===== config.mk =====
export PLATFORM = sky130hd
export DESIGN_NAME = uart_rx2q
export DESIGN_NICKNAME = d
export VERILOG_FILES = /design/src/rtl/uart_rx2q.sv
export SDC_FILE = /design/constraint.sdc
export NUM_CORES = 1
export LEC_CHECK = 0
export ABC_AREA = 1
export BUFFER_PORTS_ARGS = -buffer_cell sky130_fd_sc_hd__buf_2
export CELL_PAD_IN_SITES_DETAIL_PLACEMENT = 1
export CELL_PAD_IN_SITES_GLOBAL_PLACEMENT = 1
export CORE_ASPECT_RATIO = 0.7
export CORE_MARGIN = 2
export CORE_UTILIZATION = 40
export CTS_BUF_LIST = sky130_fd_sc_hd__clkbuf_4
export CTS_CLUSTER_DIAMETER = 50
export CTS_CLUSTER_SIZE = 10
export DETAILED_ROUTE_END_ITERATION = 10
export PLACE_DENSITY_LB_ADDON = 0.1
export SETUP_SLACK_MARGIN = 0.5
export SYNTH_ARGS = -nofsm -noshare
export SYNTH_HDL_FRONTEND = slang
export SYNTH_SLANG_ARGS = --single-unit

===== constraint.sdc =====
create_clock -name clk -period 2.1 [get_ports clk]
set_input_delay 0 -clock clk [delete_from_list [all_inputs] [get_ports clk]]
set_output_delay 0 -clock clk [all_outputs]
set_load 0.005 [all_outputs]

===== src/rtl/uart_rx2q.sv =====
module uart_rx2q #(
  parameter int DATA_W = 8,
  parameter int OVS    = 16
) (
  input  logic              clk,
  input  logic              rst,
  input  logic              tick,
  input  logic              rx_in,
  input  logic              rx_en,
  input  logic              nine_en,
  input  logic              int_en,
  input  logic              pop,
  output logic [DATA_W-1:0] rd_data,
  output logic              rd_bit9,
  output logic              rd_ferr,
  output logic              rx_flag,
  output logic              overrun,
  output logic              irq
);
  localparam int CW  = $clog2(OVS);
  localparam int MID = OVS / 2;
  localparam int SW  = DATA_W + 1;
  localparam int EW  = DATA_W + 2;
  localparam int BW  = $clog2(DATA_W + 2);

  typedef enum logic [1:0] {S_IDLE, S_START, S_DATA, S_STOP} st_t;

  st_t           state;
  logic [CW-1:0] cnt;
  logic [BW-1:0] bitn;
  logic [1:0]    rx_sync;
  logic [2:0]    vote;
  logic          prev;
  logic [SW-1:0] sr;
  logic [EW-1:0] ent0, ent1;
  logic [1:0]    fcnt;
  logic          busy;

  wire           rx_s    = rx_sync[1];
  wire [2:0]     vnext   = {vote[1:0], rx_s};
  wire           maj     = (vnext[0] & vnext[1]) | (vnext[0] & vnext[2]) | (vnext[1] & vnext[2]);
  wire           at_vote = (cnt == CW'(MID + 1));
  wire           at_end  = (cnt == CW'(OVS - 1));
  wire [BW-1:0]  last    = nine_en ? BW'(DATA_W) : BW'(DATA_W - 1);
  wire           done    = rx_en && tick && (state == S_STOP) && at_vote;
  wire           full    = (fcnt == 2'd2);
  wire           push    = done && !overrun && !full;
  wire           pop_ok  = pop && (fcnt != 2'd0);
  wire [EW-1:0]  word    = nine_en ? {!maj, sr[DATA_W], sr[DATA_W-1:0]}
                                   : {!maj, 1'b0, sr[SW-1:1]};

  assign busy    = (state != S_IDLE);
  assign {rd_ferr, rd_bit9, rd_data} = ent0;
  assign rx_flag = (fcnt != 2'd0);
  assign irq     = int_en & rx_flag;

  always_ff @(posedge clk) begin
    if (rst) begin
      rx_sync <= 2'b11;
      vote    <= 3'b111;
      prev    <= 1'b1;
    end else begin
      rx_sync <= {rx_sync[0], rx_in};
      if (tick) begin
        vote <= vnext;
        prev <= rx_s;
      end
    end
  end

  always_ff @(posedge clk) begin
    if (rst || !rx_en) begin
      state <= S_IDLE;
      cnt   <= '0;
      bitn  <= '0;
    end else if (tick) begin
      cnt <= at_end ? '0 : cnt + 1'b1;
      case (state)
        S_IDLE: begin
          cnt <= CW'(1);
          if (prev && !rx_s) state <= S_START;
        end
        S_START: begin
          if (at_vote && maj) state <= S_IDLE;
          else if (at_end) begin
            state <= S_DATA;
            bitn  <= '0;
          end
        end
        S_DATA: begin
          if (at_end) begin
            if (bitn == last) state <= S_STOP;
            else bitn <= bitn + 1'b1;
          end
        end
        S_STOP: if (at_vote) state <= S_IDLE;
        default: state <= S_IDLE;
      endcase
    end
  end

  always_ff @(posedge clk) begin
    if (rst) sr <= '0;
    else if (tick && state == S_DATA && at_vote) sr <= {maj, sr[SW-1:1]};
  end

  always_ff @(posedge clk) begin
    if (rst) begin
      fcnt <= '0;
      ent0 <= '0;
      ent1 <= '0;
    end else begin
      if (push && pop_ok) begin
        ent0 <= word;
      end else if (push) begin
        if (fcnt == 2'd0) ent0 <= word;
        else ent1 <= word;
        fcnt <= fcnt + 1'b1;
      end else if (pop_ok) begin
        ent0 <= ent1;
        fcnt <= fcnt - 1'b1;
      end
    end
  end

  always_ff @(posedge clk) begin
    if (rst || !rx_en) overrun <= 1'b0;
    else if (done && full) overrun <= 1'b1;
  end
endmodule


== Word-level counts from Yosys, hierarchy flattened ==
Cells that the tools add are included.

* Add/subtract/negate cells: 4
* Equal/unequal tests: 16
* Multiplexer cells: 22
* Bitwise operators: 8
* Reduce and logical (&&, ||, !) cells: 29

{| class="wikitable"
|+ Operator list
! operator !! count
|-
| $mux W10 || 4
|-
| $mux W4 || 7
|-
| $mux W2 || 8
|-
| $ne A2 B2 Y1 const B || 7
|-
| $logic_and A1 B1 Y1 || 12
|-
| $reduce_and A6 Y1 || 2
|-
| $mux W9 || 1
|-
| $add A4 B1 Y4 const B || 2
|-
| $eq A4 B4 Y1 const B || 2
|-
| $pmux W2 S4 || 1
|-
| $pmux W4 S2 || 1
|-
| $eq A2 B2 Y1 const B || 3
|-
| $reduce_bool A2 Y1 || 3
|-
| $logic_not A1 Y1 || 5
|-
| $and A1 B1 Y1 || 4
|-
| $eq A4 B4 Y1 || 1
|-
| $logic_not A2 Y1 || 2
|-
| $reduce_and A2 Y1 || 2
|-
| $ne A3 B1 Y1 const B || 1
|-
| $ne A3 B3 Y1 const B || 1
|-
| $reduce_and A3 Y1 || 1
|-
| $reduce_bool A3 Y1 || 1
|-
| $add A2 B1 Y2 const B || 1
|-
| $eq A2 B1 Y1 const B || 1
|-
| other kinds (4) || 6
|}

* Register bits: 47
* Output and inout port bits: 13

== Depth between registers and ports, before layout ==
Gate-level depths: netlist of the first run.

* Word-level depth: 8
* Gate-level depth with buffers: 12

== Worst setup path before layout of the first run ==
Ideal clock, no wire load.

* Path kind: reg-to-reg
* Start point: reg cnt[0]
* End point: reg ent1[0]
* Library setup time: 0.070 ns
* Data arrival time: 1.707 ns
* Data required time: 2.030 ns
* Path slack: 0.324 ns
* Cell stages (with the launch flop): 12
* Path buffers: 1
* Period minus slack after synthesis: 1.776 ns
* Cells stage by stage: dfxtp_1 -> ha_1 -> nand2_1 -> nor2_2 -> nand4_4 -> inv_2 -> ha_1 -> nor2_1 -> nand4_1 -> clkbuf_1 -> o21ai_0 -> a21oi_1

* Word-level cells in the longest chain between the ends: 7

{| class="wikitable"
|+ Ends and longest elaborated chain
! item !! line !! text
|-
| start: declaration || 29 || <nowiki>logic [CW-1:0] cnt;</nowiki>
|-
| start signal: assignment || 77 || <nowiki>cnt <= at_end ? '0 : cnt + 1'b1;</nowiki>
|-
| $eq A4 B4 Y1 * || 42 || <nowiki>wire at_vote = (cnt == CW'(MID + 1));</nowiki>
|-
| $logic_and A1 B1 Y1 * || 45 || <nowiki>wire done = rx_en && tick && (state == S_STOP) && at_vote;</nowiki>
|-
| $logic_and A1 B1 Y1 * (2 in series) || 47 || <nowiki>wire push = done && !overrun && !full;</nowiki>
|-
| $logic_and A1 B1 Y1 || 113 || <nowiki>if (push && pop_ok) begin</nowiki>
|-
| $not A1 Y1 (no line) || - ||
|-
| $reduce_and A3 Y1 (no line) * || - ||
|-
| end signal: assignment || 117 || <nowiki>else ent1 <= word;</nowiki>
|-
| end: declaration || 35 || <nowiki>logic [EW-1:0] ent0, ent1;</nowiki>
|}

Every way passes the cells marked *; elsewhere a longest branch is shown, timed or not.
A chain may end at the register's enable or synchronous reset.

== Final worst setup path of the first run ==
* Start point: reg cnt[1]
* End point: reg ent1[7]

The elaborated chain is that of the path after synthesis.

==> results of run 1 <==
logic make-up after synthesis:
logic type	count (synthesis)	share of synthesized area
AOI/OAI and AO/OA	78	0.175
xor gates and xnor gates	2	0.00749
adders and majority gates	4	0.0214
buffers and inverters	74	0.143
DFF	46	0.394
and+or+nand+nor	134	0.259
where the power goes:
group | total (µW) | switching [µW] | internal (µW)
registers | 881 | 4.31 | 876
clock network | 425 | 304 | 121
logic | 93.3 | 59.6 | 33.7
total | 1400 | 368 | 1030
layout by cell type, fill, tap and decap left out, types with 6 or more instances in the layout:
| cell type | Yosys | layout |
|---|---|---|
| o21ai_0 | 31 | 19 |
| nand2_1 | 54 | 50 |
| nand4_1 | 6 | 6 |
| buf_2 | 4 | 20 |
| o21ai_1 | 10 | 10 |
| nor2_2 | 3 | 8 |
| a21oi_1 | 30 | 28 |
| nand3_1 | 24 | 23 |
| dfxtp_1 | 46 | 40 |
| nor2_1 | 41 | 33 |
| inv_1 | 59 | 55 |
| o21ai_2 | 1 | 12 |
| buf_4 | 0 | 13 |
per-stage QoR:
stage / cell area (µm²) / worst slack (ps)
5_1_grt: 2860 / 259
6_report: 2860 / 373
3_5_place_dp: 2510 / 286
4_1_cts: 2680 / 423
2_1_floorplan: 2380 / 486
3_3_place_gp: 2510 / 330
Yosys cell counts (all sizes together):
cell / instances / area, µm²
nand4: 7 / 58.8
xor2: 1 / 8.76
nor2: 45 / 184
buf: 7 / 57.6
inv: 61 / 234
a21oi: 30 / 150
o21bai: 2 / 15.0
nand2: 55 / 214
ha: 4 / 50.1
nand3: 24 / 120
clkbuf: 5 / 40.0
o211ai: 1 / 7.51
nor3: 1 / 16.3
xnor2: 1 / 8.76
or2: 2 / 12.5
clkinv: 1 / 3.75
a2bb2oi: 1 / 8.76
o21ai: 42 / 214
dfxtp: 46 / 921
o22ai: 1 / 6.26
a221oi: 1 / 8.76
metal layers:
| layer | global-route usage | share of wire | up-vias |
|---|---|---|---|
| met3 | 0.0430 | 0.028 | 8 |
| met2 | 0.291 | 0.43 | 25 |
| li1 | - | - | 1148 |
| met4 | 0.0536 | 0.012 | 0 |
| met5 | 0 | 0 | - |
| met1 | 0.277 | 0.53 | 1015 |
what timing repair did:
| item | in CTS | in global routing |
|---|---|---|
| gates resized for setup | 12 | 40 |
| cloned | 0 | 2 |
| pin swaps | 1 | 9 |
| hold buffers | 5 | 0 |
| endpoints found under the hold margin | 5 | 0 |
| endpoints found under the setup margin | 26 | 33 |
| buffers inserted | 5 | 5 |
layout make-up:
| class | instances | area share |
|---|---|---|
| Inverter | 62 | 0.0850 |
| Tap cell | 75 | 0.0329 |
| Clock buffer | 5 | 0.0131 |
| Clock inverter | 2 | 0.00351 |
| Multi-Input combinational cell | 218 | 0.433 |
| Sequential cell | 46 | 0.327 |
| Timing Repair Buffer | 42 | 0.106 |
worst max-delay path by stage:
stage	startpoint	endpoint	slack [ps]	depth (start not counted)
floorplan	cnt[1]$_SDFFE_PP0P_	ent1[9]$_SDFFE_PP0P_	490	12
global placement	fcnt[0]$_SDFFE_PP0P_	ent1[9]$_SDFFE_PP0P_	330	10
detailed placement	cnt[1]$_SDFFE_PP0P_	ent1[9]$_SDFFE_PP0P_	290	12
CTS	cnt[1]$_SDFFE_PP0P_	ent1[1]$_SDFFE_PP0P_	420	12
global route	cnt[1]$_SDFFE_PP0P_	ent1[9]$_SDFFE_PP0P_	260	12
finish	cnt[1]$_SDFFE_PP0P_	ent1[7]$_SDFFE_PP0P_	370	12
sequential cells by signal (all words and copies together), names as in the netlist, named ones only:
name,flops
sr,9
state,1
vote,2
overrun,1
cnt,4
fcnt,2
bitn,4
ent1,10
ent0,10
rx_sync,2
worst register-to-register path, cell delays in order (launching register included):
cell and delay, ps:
dfxtp_2 360, inv_2 50, ha_4 160, nand2_4 60, nor2_4 40, nand4_4 110, inv_4 50, ha_4 150
nor2_2 80, nand4_1 210, buf_6 220, o21ai_1 110, a21oi_1 50
==> flow_summary.yaml, run 1 <==
sta:
  hold-worst-slack_ps: 44.5
  max_freq_mhz: 579
  setup_violations: 0
  finalHoldViolCount: 0
  slew_headroom: 0.437
  slew_violations: 0
  worstMarginPinSlew_ps: 843
  clock_skew_ps: 7.28
  fin_tns_setup_ps: 0
  rsz0062_at_grt: "true"
  timing.final.crit_period_ps: 1730
  min_period_over_period: 0.822
routing:
  viasPerCell: 4.88
  wl_um: 6170
  vias: 2196
  wl_per_cell_um: 13.7
  dr.pass1.iters: 5
  first_iter_violations: 94
  postRouteAntennaNets: 0
  drc_errors: 0
place:
  port_buffers: 20
  place_inst: 426
  hpwl_um: 4290
  place.gp.congestion: 0.815
cells_and_area:
  layout.nets: 387
  regArea_um2: 933
  final_cells: 450
  fill_cells: 738
  post-route-util: 0.501
  drive_above_1_share: 0.253
  multi_input_area_um2: 1240
  antennaDiodeCount: 0
  area_delta_synth_final_pct: 22.0
yosys:
  synth_seq_area_share: 0.394
  synth-seq-cells: 46
  syn_avg_cell_area_um2: 6.92
  syn_area_um2: 2340
  yosysWarnings: 0
  netlist_instances: 338
  syn-num-nets: 350
  synth.distinct_cells: 33
min_path:
  worstHoldStart: "rx_en"
  worstHoldPathCells: 5
  holdPathEnd: "state[0]$_SDFFE_PP0P_"
  worstHoldPathType: "in2reg"
cts:
  cts_max_level: 2
  cts_tree: "done"
  clock_latency_ps: 370
  cts_made_buffers: 5
  cts.clk_slew.worst_paths_ps: 140
  cts_buffer_depth: 2
  cts_root_buffer: "clkbuf_4"
  clkSinkCount: 46
power_and_ir_drop:
  power_density_nw_per_um2: 490
  vdd_drop_max_mv: 0.221
  leakagePower_uw: 0.00128
  finalPower_uw: 1400
critical_path:
  cp_common_cell: "ha_4"
  crit_type: "reg2reg"
  start_kind: "register"
  arrival_ps: 2010
  ff2ff_path_depth: 12
  path_delay_family: "simple AND/OR/NAND/NOR gates"
  crit_buf_inv: 3
  crit_fanout: 5
  cp_cell_sequence: "inv_2, ha_4, nand2_4, nor2_4, nand4_4, inv_4, ha_4, nor2_2, nand4_1, buf_6, o21ai_1, a21oi_1"
  r2r_slack_ps: 370
  crit_slowest_cell: "dfxtp_2"
  reg2reg_from: "cnt[1]$_SDFFE_PP0P_"
  cp_slowest_stage_delay_ps: 360
  end_kind: "register"
  cp_data_required_time_ps: 2380
  reg2reg_to: "ent1[7]$_SDFFE_PP0P_"
flow_run:
  max_cap_violations: 0
floorplanning:
  die_area_um2: 6490
  coreArea_um2: 5700
  initial_utilization: 0.411
  rows: 23
  die-height_um: 68.0
  io_pins: 21
  die_w_um: 95.4
global_routing:
  grt_overflow: 0
  grt_pass1_wl_um: 9600
  grt_usage: 0.193
  grt_pass1_vias: 2040
  grt_start_max_net_pins: 22
  antenna_found_initial: 0
outcome:
  outcome: "finished, final reports clean"
(Power assumes the default switching activity.)
==> run 2: changes to the inputs <==
clock period = 1.8 ns   (was 2.1 ns; I/O delays follow)
==> flow_summary.yaml, run 2 (synthesis results as in run 1) <==
outcome:
  outcome: "complete, but fails checks"
  violations: "hold timing"
sta:
  max_freq_mhz: 559
  slew_headroom: 0.537
  setup_violations: 0
  hold-worst-slack_ps: -4.04
  slew_violations: 0
  timing.final.crit_period_ps: 1790
  finalHoldViolCount: 1
  rsz0062_at_grt: "true"
  setup_slack_ps: 11.7
  worstMarginPinSlew_ps: 694
  fin_tns_setup_ps: 0
  min_period_over_period: 0.994
  clock_skew_ps: 25.5
critical_path:
  arrival_ps: 2080
  reg2reg_from: "cnt[1]$_SDFFE_PP0P_"
  crit_fanout: 5
  cp_data_required_time_ps: 2090
  start_kind: "register"
  r2r_slack_ps: 10
  critPathCapture: "ent1[7]$_SDFFE_PP0P_"
  ff2ff_path_depth: 13
  reg2reg_to: "ent1[7]$_SDFFE_PP0P_"
  startpoint: "cnt[1]$_SDFFE_PP0P_"
  crit_type: "reg2reg"
  end_kind: "register"
global_routing:
  grt_pass1_wl_um: 11100
  grt_pass1_vias: 2269
  antenna_found_initial: 0
  grt_usage: 0.222
  grt_overflow: 0
  grt_start_max_net_pins: 21
cts:
  cts_max_level: 2
  cts_root_buffer: "clkbuf_4"
  cts_buffer_depth: 2
  cts.clk_slew.worst_paths_ps: 160
  clock_latency_ps: 380
  clkSinkCount: 46
  cts_made_buffers: 5
  cts_tree: "done"
routing:
  wl_per_cell_um: 16.8
  dr.pass1.iters: 4
  drc_errors: 0
  postRouteAntennaNets: 0
  viasPerCell: 5.20
  wl_um: 7830
  vias: 2416
  first_iter_violations: 84
cells_and_area:
  mostFrequentLayoutCell: "inv_1"
  multi_input_area_um2: 1380
  area_delta_synth_final_pct: 37.8
  reg_top3: "ent0 (10), ent1 (10), sr (9)"
  regArea_um2: 930
  fill_cells: 707
  layout_common_cells: "inv_1 (54), dfxtp_1 (41), nand2_1 (40), nor2_1 (29), a21oi_1 (24)"
  drive_above_1_share: 0.341
  post-route-util: 0.566
  antennaDiodeCount: 0
  layout.nets: 402
power_and_ir_drop:
  vdd_drop_max_mv: 0.495
  power_frac_seq: 0.577
  pwr-share-clk: 0.353
  pwr-share-comb: 0.070
  switching_share: 0.244
  finalPower_uw: 1780
  p_sw_uw: 436
  p_int_uw: 1350
  power_density_nw_per_um2: 553
  leakagePower_uw: 0.00142
place:
  port_buffers: 20
  dp_slack_ps: 85.6
  hpwl_um: 4390
  place.gp.congestion: 0.820
flow_run:
  max_cap_violations: 0
floorplanning:
  die-height_um: 68.0
  initial_utilization: 0.411
  rows: 23
  die_area_um2: 6490
  io_pins: 21
  coreArea_um2: 5700
  die_w_um: 95.4
min_path:
  worstHoldPathCells: 2
  worstHoldPathType: "in2reg"
-- run 2: cell count changes in the layout (fill, tap and decap cells not counted), sizes merged --
cell,before,now
dlygate4sd3,5,3
clkbuf,5,8
buf,37,50
nor2,45,46
clkinv,3,2
bufinv,0,1
-- run 2: worst min path at each step --
stage | endpoint | slack, ps | startpoint
2_1_floorplan | fcnt[0]$_SDFFE_PP0P_ | 70 | rst
3_3_place_gp | rx_sync[0]$_SDFF_PP1_ | 190 | rx_in
3_5_place_dp | rx_sync[0]$_SDFF_PP1_ | 200 | rx_in
4_1_cts | vote[0]$_SDFFE_PP1P_ | 20 | tick
5_1_grt | vote[0]$_SDFFE_PP1P_ | 20 | tick
6_report | vote[0]$_SDFFE_PP1P_ | -4 | tick
-- run 2: area by class of cell --
type / instances / share of cell area
multi-input combinational: 219 / 0.427
sequential: 46 / 0.288
timing repair buffer: 56 / 0.158
inverter: 62 / 0.0753
tap: 75 / 0.0291
clock buffer: 5 / 0.0116
clock inverter: 2 / 0.0105
-- run 2: what timing repair did --
item / in CTS / in global routing
hold endpoints to repair: 4 / 0
buffers inserted: 12 / 3
gates cloned: 3 / 4
setup endpoints to repair: 39 / 41
hold buffers: 3 / 0
resized for setup: 41 / 47
pin swaps: 22 / 24
-- run 2: metal layers --
layer	wire, µm	track usage	vias up
li1	-	-	1180
met1	3700	0.306	1173
met2	3660	0.363	44
met3	262	0.0474	19
met4	201	0.0482	0
met5	0	0	-
-- run 2: stage by stage --
| stage | instances | instance area [µm²] |
|---|---|---|
| 2_1_floorplan | 338 | 2400 |
| 3_3_place_gp | 433 | 2590 |
| 3_5_place_dp | 433 | 2590 |
| 4_1_cts | 458 | 2970 |
| 5_1_grt | 465 | 3220 |
| 6_report | 465 | 3220 |
-- run 2: power groups by stage --
| stage | sequential, µW | combinational (µW) | clock [µW] |
|---|---|---|---|
| 5_1_grt | 1030 | 137 | 680 |
| 6_report | 1030 | 125 | 630 |
| 2_1_floorplan | 1050 | 70.6 | 0 |
| 3_5_place_dp | 1050 | 93.1 | 0 |
| 4_1_cts | 1030 | 108 | 641 |
| 3_3_place_gp | 1050 | 89.3 | 0 |
-- run 2: critical path, cell delays in order, from the launching register on --
cell and delay [ps]:
dfxtp_2 360, inv_2 70, ha_4 140, nand2_4 50, nor2_4 120, nand4_4 140
inv_4 100, ha_4 110, nor2_1 30, nand4_1 80, buf_6 150, clkbuf_16 150
o21ai_2 40, a21oi_1 160
==> run 3: changes to the inputs <==
ABC_AREA = not set   (was 1)
CTS_BUF_LIST = not set   (was sky130_fd_sc_hd__clkbuf_4)
==> flow_summary.yaml, run 3 <==
outcome:
  outcome: "complete, but fails checks"
  violations: "setup timing"
yosys:
  syn_avg_cell_area_um2: 9.42
  synth_seq_area_share: 0.409
  synth_edf_count: 0
  yosysMostFrequentCell: "dfxtp_1"
  syn-num-nets: 251
  netlist_instances: 239
  yosysWarnings: 0
  yosysTopAreaCell: "dfxtp_1"
  yosys-top-cells-area: "dfxtp_1 (41%), mux2i_1 (12%), nor2_1 (5.8%), mux2_2 (4.0%), nand2_1 (2.8%)"
  synth_flop_cell: "dfxtp_1"
  synth_top_cells_by_count: "dfxtp_1 (46), nor2_1 (35), mux2i_1 (28), nand2_1 (17), o22ai_1 (9)"
  synth.distinct_cells: 51
  synth-seq-cells: 46
  synthArstFlopShare: 0
  synth_top_cell_area_share: 0.409
  syn_area_um2: 2250
global_routing:
  antenna_found_initial: 0
  grt_pass1_vias: 1978
  grt_usage: 0.215
  grt_overflow: 0
  grt_pass1_wl_um: 10200
  grt_start_max_net_pins: 27
cts:
  cts.clk_slew.worst_paths_ps: 90
  cts_max_level: 2
  cts_tree: "done"
  cts_made_buffers: 5
  cts_root_buffer: "clkbuf_8"
  clkSinkCount: 46
  cts_buffer_depth: 2
  clock_latency_ps: 310
routing:
  dr.pass1.iters: 4
  wl_um: 7140
  viasPerCell: 5.50
  postRouteAntennaNets: 0
  drc_errors: 0
  first_iter_violations: 96
  vias: 2029
  wl_per_cell_um: 19.3
floorplanning:
  die_w_um: 93.7
  io_pins: 21
  rows: 22
  coreArea_um2: 5340
  initial_utilization: 0.422
  die_area_um2: 6260
  die-height_um: 66.8
place:
  hpwl_um: 4100
  place_inst: 341
  port_buffers: 20
  place.gp.congestion: 0.767
cells_and_area:
  layout_common_cells: "dfxtp_1 (41), nor2_1 (31), buf_4 (21), buf_2 (20), mux2i_1 (19)"
  final_cells: 369
  drive_above_1_share: 0.461
  post-route-util: 0.613
  antennaDiodeCount: 0
  fill_cells: 582
  reg_top3: "ent0 (10), ent1 (10), sr (9)"
  multi_input_area_um2: 1570
  mostFrequentLayoutCell: "dfxtp_1"
  layout.nets: 308
  area_delta_synth_final_pct: 45.4
  regArea_um2: 930
critical_path:
  arrival_ps: 2000
  crit_fanout: 6
  path_delay_family: "buffers and inverters"
  path_depth: 9
  crit_slowest_cell: "dfxtp_2"
  cp_cell_sequence: "inv_2, ha_4, nand3b_4, nor4_4, buf_4, buf_12, buf_12, mux2i_4, o22ai_2"
  reg2reg_from: "cnt[1]$_SDFFE_PP0P_"
  reg2reg_to: "ent0[4]$_SDFFE_PP0P_"
  cp_slowest_stage_delay_ps: 330
  start_kind: "register"
  ff2ff_path_depth: 9
  crit_type: "reg2reg"
  cp_common_cell: "buf_12"
  cp_data_required_time_ps: 1990
  end_kind: "register"
  r2r_slack_ps: -10
  crit_buf_inv: 4
flow_run:
  max_cap_violations: 0
min_path:
  holdPathEnd: "vote[1]$_SDFFE_PP1P_"
  worstHoldPathType: "in2reg"
  worstHoldPathCells: 4
  worstHoldStart: "rst"
power_and_ir_drop:
  power_density_nw_per_um2: 560
  pwr-share-comb: 0.049
  pwr-share-clk: 0.392
  p_int_uw: 1410
  vdd_drop_max_mv: 0.431
  switching_share: 0.233
  power_frac_seq: 0.559
  p_sw_uw: 429
  leakagePower_uw: 0.00123
sta:
  slew_violations: 0
  slew_headroom: 0.700
  clock_skew_ps: 14.4
  finalHoldViolCount: 0
  setup_violations: 2
  fin_tns_setup_ps: -23.5
  rsz0062_at_grt: "true"
  setup_slack_ps: -11.8
  min_period_over_period: 1.01
  worstMarginPinSlew_ps: 449
  max_freq_mhz: 552
  timing.final.crit_period_ps: 1810
==> run 3: cell types whose count changed after synthesis, sizes merged, moves of 8 or more <==
cell	delta
o22ai	+8
mux2	+8
nor2	-10
o21ai	-35
inv	-54
a21oi	-24
nand3	-20
mux2i	+28
nand2	-37
==> run 3: what timing repair did <==
| action | CTS | global route |
|---|---|---|
| endpoints found under the hold margin | 1 | 0 |
| hold buffers | 1 | 0 |
| setup buffers | 10 | 8 |
| endpoints found under the setup margin | 40 | 40 |
| pin swaps | 16 | 19 |
| resized for setup | 57 | 27 |
| cloned | 1 | 0 |
==> run 3: worst max-delay path by stage <==
| stage | endpoint | slack, ps | from |
|---|---|---|---|
| after floorplan | ent1[1]$_SDFFE_PP0P_ | -200 | cnt[1]$_SDFFE_PP0P_ |
| after global placement | ent1[4]$_SDFFE_PP0P_ | 7 | fcnt[0]$_SDFFE_PP0P_ |
| after detailed placement | ent1[5]$_SDFFE_PP0P_ | -130 | fcnt[1]$_SDFFE_PP0P_ |
| after CTS | ent1[5]$_SDFFE_PP0P_ | -20 | cnt[1]$_SDFFE_PP0P_ |
| after global routing | fcnt[1]$_SDFFE_PP0P_ | -90 | cnt[1]$_SDFFE_PP0P_ |
| final | ent0[4]$_SDFFE_PP0P_ | -10 | cnt[1]$_SDFFE_PP0P_ |
==> run 3: per-stage QoR <==
step                      cell area, µm²  total power, µW  setup slack [ps]  hold slack (ps)
after CTS                           3040             1840             -24.0             98.4
after global routing                3280             1900             -88.4              142
after global placement              2610             1130              7.13              184
final                               3280             1840             -11.8             96.1
after floorplan                     2310             1090              -201              104
after detailed placement            2610             1130              -133              189
==> run 3: power groups by stage <==
| stage | logic, µW | registers, µW | clock network, µW |
|---|---|---|---|
| after floorplan | 45.8 | 1050 | 0 |
| after CTS | 83.5 | 1030 | 736 |
| after global routing | 97.3 | 1030 | 774 |
| final | 90.0 | 1030 | 721 |
| after global placement | 77.6 | 1050 | 0 |
| after detailed placement | 78.2 | 1050 | 0 |
==> run 3: layout make-up <==
type | instances | share of cell area
clock buffers | 7 | 0.0294
clock inverters | 1 | 0.00267
inverters | 7 | 0.00802
multi-input cells | 174 | 0.480
flip-flops and latches | 46 | 0.284
well taps | 72 | 0.0275
repair buffers | 62 | 0.169
==> run 3: logic make-up after synthesis <==
family,count (synthesis),synth area share
DFF,46,0.409
AOI/OAI and AO/OA,43,0.143
xor gates and xnor gates,1,0.00389
muxes,36,0.164
and+or+nand+nor,89,0.213
buffers and inverters,19,0.0400
adders and majority gates,5,0.0267
==> run 3: layer usage <==
layer  vias to the layer above  track usage  share of wire
li1                        974            -              -
met1                      1015        0.316           0.50
met2                        31        0.323           0.46
met3                         9       0.0373          0.025
met4                         0       0.0543          0.014
met5                         -            0              0
==> run 3: tightest hold or removal path, cell delays in order <==
cell     delay (ps)
buf_2            90
inv_1            50
buf_4           170
nand2_1          60
